### config.mk
export PLATFORM = sky130hd
export DESIGN_NAME = pwm_interval_timer
export DESIGN_NICKNAME = d
export VERILOG_FILES = /design/src/rtl/timer_pkg.sv /design/src/rtl/timer_regs.sv /design/src/rtl/timer_counter.sv /design/src/rtl/pwm_interval_timer.sv
export SDC_FILE = /design/constraint.sdc
export NUM_CORES = 1
export LEC_CHECK = 0
export ABC_AREA = 1
export ABC_CLOCK_PERIOD_IN_PS = 1600
export CAP_MARGIN = 5
export CORE_ASPECT_RATIO = 1.75
export CORE_MARGIN = 5
export CORE_UTILIZATION = 47
export DETAILED_ROUTE_END_ITERATION = 10
export PLACE_DENSITY = 0.75
export SETUP_SLACK_MARGIN = 0.02
export SLEW_MARGIN = 15
export SYNTH_ARGS = -nofsm -noshare
export SYNTH_HDL_FRONTEND = slang
export SYNTH_SLANG_ARGS = --single-unit
### constraint.sdc
create_clock -name clk -period 1.6 [get_ports clk]
set_clock_uncertainty 0.1 [all_clocks]
set_input_delay 0.24 -clock clk [delete_from_list [all_inputs] [get_ports clk]]
set_output_delay 0.24 -clock clk [all_outputs]
set_load 0.01 [all_outputs]
### src/rtl/timer_pkg.sv
package timer_pkg;
  // Register addresses
  localparam logic [1:0] ADDR_CTRL = 2'd0;
  localparam logic [1:0] ADDR_CMP  = 2'd1;
  localparam logic [1:0] ADDR_CNT  = 2'd2;

  // Control register bit positions
  localparam int BIT_RUN  = 0;
  localparam int BIT_IE   = 1;
  localparam int BIT_FLAG = 2;
  localparam int BIT_MODE = 3;
  localparam int SEL_LSB  = 4;

  typedef enum logic {
    MODE_INTERVAL = 1'b0,
    MODE_PWM      = 1'b1
  } tmode_e;
endpackage

### src/rtl/timer_regs.sv
module timer_regs
  import timer_pkg::*;
#(
  parameter int CNT_W = 8,
  parameter int SEL_W = 2
) (
  input  logic             clk,
  input  logic             rst_n,
  input  logic             wr_en,
  input  logic [1:0]       addr,
  input  logic [CNT_W-1:0] wdata,
  input  logic             match_evt,
  output logic             run,
  output logic             ie,
  output logic             flag,
  output tmode_e           mode,
  output logic [SEL_W-1:0] sel,
  output logic [CNT_W-1:0] cmp,
  output logic             start
);
  logic             wr_ctrl, wr_cmp;
  logic             run_nxt, ie_nxt, flag_nxt;
  tmode_e           mode_nxt;
  logic [SEL_W-1:0] sel_nxt;
  logic [CNT_W-1:0] cmp_nxt;

  assign wr_ctrl = wr_en && (addr == ADDR_CTRL);
  assign wr_cmp  = wr_en && (addr == ADDR_CMP);
  assign start   = wr_ctrl && wdata[BIT_RUN] && !run;

  always_comb begin
    run_nxt  = run;
    ie_nxt   = ie;
    mode_nxt = mode;
    sel_nxt  = sel;
    cmp_nxt  = cmp;
    flag_nxt = flag;
    if (wr_ctrl) begin
      run_nxt  = wdata[BIT_RUN];
      ie_nxt   = wdata[BIT_IE];
      mode_nxt = tmode_e'(wdata[BIT_MODE]);
      sel_nxt  = wdata[SEL_LSB +: SEL_W];
      if (!wdata[BIT_FLAG]) flag_nxt = 1'b0;
    end
    if (wr_cmp) cmp_nxt = wdata;
    if (match_evt) flag_nxt = 1'b1;  // hardware set beats software clear
  end

  always_ff @(posedge clk or negedge rst_n) begin
    if (!rst_n) begin
      run  <= 1'b0;
      ie   <= 1'b0;
      flag <= 1'b0;
      mode <= MODE_INTERVAL;
      sel  <= '0;
      cmp  <= '1;
    end else begin
      run  <= run_nxt;
      ie   <= ie_nxt;
      flag <= flag_nxt;
      mode <= mode_nxt;
      sel  <= sel_nxt;
      cmp  <= cmp_nxt;
    end
  end
endmodule

### src/rtl/timer_counter.sv
module timer_counter
  import timer_pkg::*;
#(
  parameter int CNT_W = 8
) (
  input  logic             clk,
  input  logic             rst_n,
  input  logic             run,
  input  logic             tick,
  input  tmode_e           mode,
  input  logic             start,
  input  logic [CNT_W-1:0] cmp,
  output logic [CNT_W-1:0] cnt,
  output logic             match_evt,
  output logic             pwm_out
);
  logic [CNT_W-1:0] cnt_nxt;
  logic             step;

  assign step = run && tick;

  always_comb begin
    cnt_nxt   = cnt;
    match_evt = 1'b0;
    if (start) begin
      cnt_nxt = '0;
    end else if (step) begin
      if (mode == MODE_INTERVAL && cnt == cmp) begin
        cnt_nxt   = '0;
        match_evt = 1'b1;
      end else begin
        cnt_nxt = cnt + 1'b1;
      end
    end
  end

  always_ff @(posedge clk or negedge rst_n) begin
    if (!rst_n) cnt <= '0;
    else        cnt <= cnt_nxt;
  end

  assign pwm_out = (mode == MODE_PWM) && (cnt < cmp);
endmodule

### src/rtl/pwm_interval_timer.sv
module pwm_interval_timer
  import timer_pkg::*;
#(
  parameter int CNT_W  = 8,
  parameter int N_TICK = 4
) (
  input  logic              clk,
  input  logic              rst_n,
  input  logic              wr_en,
  input  logic [1:0]        addr,
  input  logic [CNT_W-1:0]  wdata,
  output logic [CNT_W-1:0]  rdata,
  input  logic [N_TICK-1:0] tick_in,
  output logic              pwm_out,
  output logic              irq
);
  localparam int SEL_W = (N_TICK > 1) ? $clog2(N_TICK) : 1;
  localparam int PAD_W = CNT_W - SEL_LSB - SEL_W;

  logic [1:0]       rst_sync;
  logic             rst_int_n;
  logic             run, ie, flag, start, match_evt, tick_sel;
  tmode_e           mode;
  logic [SEL_W-1:0] sel;
  logic [CNT_W-1:0] cmp, cnt, ctrl_rd;

  // Asynchronous assert, synchronous release
  always_ff @(posedge clk or negedge rst_n) begin
    if (!rst_n) rst_sync <= 2'b00;
    else        rst_sync <= {rst_sync[0], 1'b1};
  end
  assign rst_int_n = rst_sync[1];

  assign tick_sel = tick_in[sel];

  timer_regs #(.CNT_W(CNT_W), .SEL_W(SEL_W)) u_regs (
    .clk(clk), .rst_n(rst_int_n), .wr_en(wr_en), .addr(addr), .wdata(wdata),
    .match_evt(match_evt), .run(run), .ie(ie), .flag(flag), .mode(mode),
    .sel(sel), .cmp(cmp), .start(start)
  );

  timer_counter #(.CNT_W(CNT_W)) u_cnt (
    .clk(clk), .rst_n(rst_int_n), .run(run), .tick(tick_sel), .mode(mode),
    .start(start), .cmp(cmp), .cnt(cnt), .match_evt(match_evt),
    .pwm_out(pwm_out)
  );

  assign ctrl_rd = {{PAD_W{1'b0}}, sel, mode, flag, ie, run};

  always_comb begin
    case (addr)
      ADDR_CTRL: rdata = ctrl_rd;
      ADDR_CMP:  rdata = cmp;
      ADDR_CNT:  rdata = cnt;
      default:   rdata = '0;
    endcase
  end

  assign irq = flag && ie;
endmodule

==> summary.md <==
| Metric | Value |
|---|---|
| Warnings, synthesis | 0 |
| Most common cell after layout, fill and taps aside | nand2_1 |
| Clock power share | 0.172 |
| Routed WL | 4770 um |
| Seq/Total Area, Yosys | 0.389 |
| Leak | 1.18 nW |
| DR WL/cell | 15.1 um |
| Syn nets | 234 |
| Cells after synthesis | 208 |
| Ports | 27 |
| HPWL Detailed | 3320 um |
| Crit-path cells | inv_2 -> ha_4 -> inv_4 -> nor2_4 -> o21bai_4 -> a21boi_2 -> nor3_2 -> buf_2 |
| Clk Tree Root Cell | clkbuf_8 |
| Fmax | 490 MHz |
| Yosys reg bits | 24 |
| Initial core utilization | 0.495 |
| Antenna Cells | 0 |
| Clock Path Buffers | 2 |
| Int Power | 1.55 mW |
| Core Region | 3180 um^2 |
| Netlist Area Pre-Place | 1570 um^2 |
| Critical Path Slowest Stage Cell | dfstp_2 |
| Die height | 86.5 um |
| Netlist cell types | 29 |
| Post-synth EDFFs | 0 |
| CP Data Required Time | 1.26 ns |
| Die area | 4650 um^2 |
| Status | complete, but fails checks |
| Final setup vio count | 14 |
| Post-CTS Hold Fix Bufs | 0 |
| Final WS setup | -0.440 ns |
| RSZ-0062 raised after global routing | yes |
| Antenna violations before repair | 0 |
| Crit path from | u_regs.cmp[1]$_DFFE_PN1P_ |
| Worst setup path class | flop to output pin |
| Largest net degree at the start of global routing | 23 |
| CTS tree | done |
| Syn Area/Cell | 7.56 um^2 |
| Switching Share | 0.372 |
| Via Count | 1687 |
| GP Congestion | 0.839 |
| Antenna Violating Nets Remaining | 0 |
| Combinational share of power | 0.498 |
| Critical-path maximum fanout | 2 |
| CP Capture Type | output pin |
| Detailed Routing Iterations Pass 1 | 4 |
| H-tree depth | 1 |
| DRC viols | 0 |
| Worst vdd ir | 0.000687 V |
| Crit Reg-Reg Startpoint | u_regs.cmp[3]$_DFFE_PN1P_ |
| Sequential share of power | 0.330 |
| Final nets | 300 |
| Commonest non-fill, non-tap cells in the layout | nand2_1, buf_4, inv_1 |
| GRT Util Overall | 0.236 |
| Hold Path Class | primary input to async pin |
| Final Max Slew Viols | 0 |
| Dpl ws | -0.595 ns |
| Worst skew pair latency | 0.27 ns |
| Vias in the first global route | 1893 |
| Std cell rows | 27 |
| Max-Cap Viols | 0 |
| Fin area | 2380 um^2 |
| Post-place instance area | 2200 um^2 |
| Power Density | 1040 nW/um^2 |
| Share of layout cells above drive strength 1 | 0.410 |
| Tmin final | 2.04 ns |
| Worst-path clk slew | 0.09 ns |
| Fin cells | 316 |
| CTS sink cnt | 24 |
| Arrival time at the worst endpoint | 1.70 ns |
| Asr flop ratio synth | 1.00 |
| Net Sw Power | 0.919 mW |
| First-pass GRT wire length | 8070 um |
| Worst path max stage delay | 0.55 ns |
| Final-report hold violation count | 0 |
| Inst Count DP | 309 |
| Startpoint Class | flop |
| Number of CTS-inserted buffers | 3 |
| Gr ovfl total | 0 |
| Initial drt markers | 59 |
| Area grow syn2layout | 51.4% |
| Chip Width | 53.7 um |
| Synth Flop Type | dfrtp_1 |
| Failing checks | negative setup slack |
| Final period util | 1.28 |
| Via density | 5.34 |
| Port Buffer Count | 26 |
| Filler cell count | 239 |
==> synth_stat cells (all sizes together) (3+ instances only) <==
| master | instances | share of area |
|---|---|---|
| ha | 9 | 0.072 |
| dfrtp | 16 | 0.25 |
| nor2 | 19 | 0.057 |
| a21oi | 7 | 0.022 |
| nand3 | 23 | 0.094 |
| buf | 3 | 0.018 |
| dfstp | 8 | 0.13 |
| o221ai | 4 | 0.022 |
| inv | 37 | 0.088 |
| nand2 | 58 | 0.15 |
| o21ai | 12 | 0.038 |
==> power groups by stage <==
| stage | logic (mW) | clock network [mW] | registers (mW) |
|---|---|---|---|
| floorplan | 0.510 | 0 | 0.854 |
| global placement | 0.951 | 0 | 0.821 |
| detailed placement | 0.977 | 0 | 0.824 |
| CTS | 1.13 | 0.427 | 0.811 |
| global route | 1.35 | 0.462 | 0.831 |
| finish | 1.23 | 0.424 | 0.815 |
==> worst max-delay path: cells and delay by family, from the launching register on <==
kind                       cells  cell delay, ns
AOI/OAI and AO/OA              2            0.20
DFF                            1            0.55
and+or+nand+nor                2            0.18
adders and majority gates      1            0.28
buffers and inverters          3            0.23
==> sequential cells by signal, indices dropped and copies added, names as in the netlist <==
register     count
u_regs.mode      1
u_regs.ie        1
u_regs.cmp       8
rst_sync         2
u_regs.flag      1
u_regs.run       1
u_regs.sel       2
u_cnt.cnt        8
==> final timing paths <==
check | to | slack, ns | depth (start not counted)
max | pwm_out | -0.44 | 8
min | rst_sync[0]$_DFF_PN0_ | 0.02 | 1
max reg2reg | u_cnt.cnt[6]$_DFFE_PN0P_ | -0.20 | 10
min reg2reg | u_regs.flag$_DFFE_PN0P_ | 0.12 | 1
max in group asynchronous | u_regs.cmp[3]$_DFFE_PN1P_ | 1.00 | 1
min in group clk | rst_sync[1]$_DFF_PN0_ | 0.26 | 0
==> logic make-up (layout without fill, tap and decap cells) <==
kind of cell	after synthesis	in the layout	synth area share
simple gates	103	103	0.310
flops	24	24	0.389
buf+inv	40	105	0.106
fa+ha+maj	9	9	0.0717
mux	1	1	0.00717
compound gates	30	30	0.115
other cells	1	1	0.00239
==> routing by layer <==
metal,vias up,part of all wire,global-route usage
met2,52,0.53,0.421
met3,21,0.052,0.0344
met1,813,0.37,0.246
li1,801,-,-
met5,-,0,0
met4,0,0.045,0.142
==> metrics by stage <==
| stage | power (mW) | TNS (ns) | utilization | hold WS (ns) |
|---|---|---|---|---|
| 2_1_floorplan | 1.36 | -0.0334 | - | -0.156 |
| 3_5_place_dp | 1.80 | -7.38 | 0.694 | 0.119 |
| 5_1_grt | 2.64 | -3.22 | 0.749 | 0.0142 |
| 6_report | 2.47 | -2.11 | 0.749 | 0.0181 |
| 3_3_place_gp | 1.77 | -7.05 | 0.694 | 0.119 |
| 4_1_cts | 2.37 | -1.60 | 0.740 | 0.0190 |
==> cell type report <==
cell class                      count  area [um^2]  share of cell area
Inverter                           37          144              0.0605
Clock buffer                        4         55.1              0.0231
Multi-Input combinational cell    144          987               0.415
Sequential cell                    24          611               0.257
Tap cell                           43         53.8              0.0226
Timing Repair Buffer               64          528               0.222
==> timing repair <==
item	CTS	global route
pin swaps	18	4
buffers inserted	5	0
gates resized for setup	67	6
endpoints found under the setup margin	19	17
endpoints found under the hold margin	0	0
(Power assumes the default switching activity.)
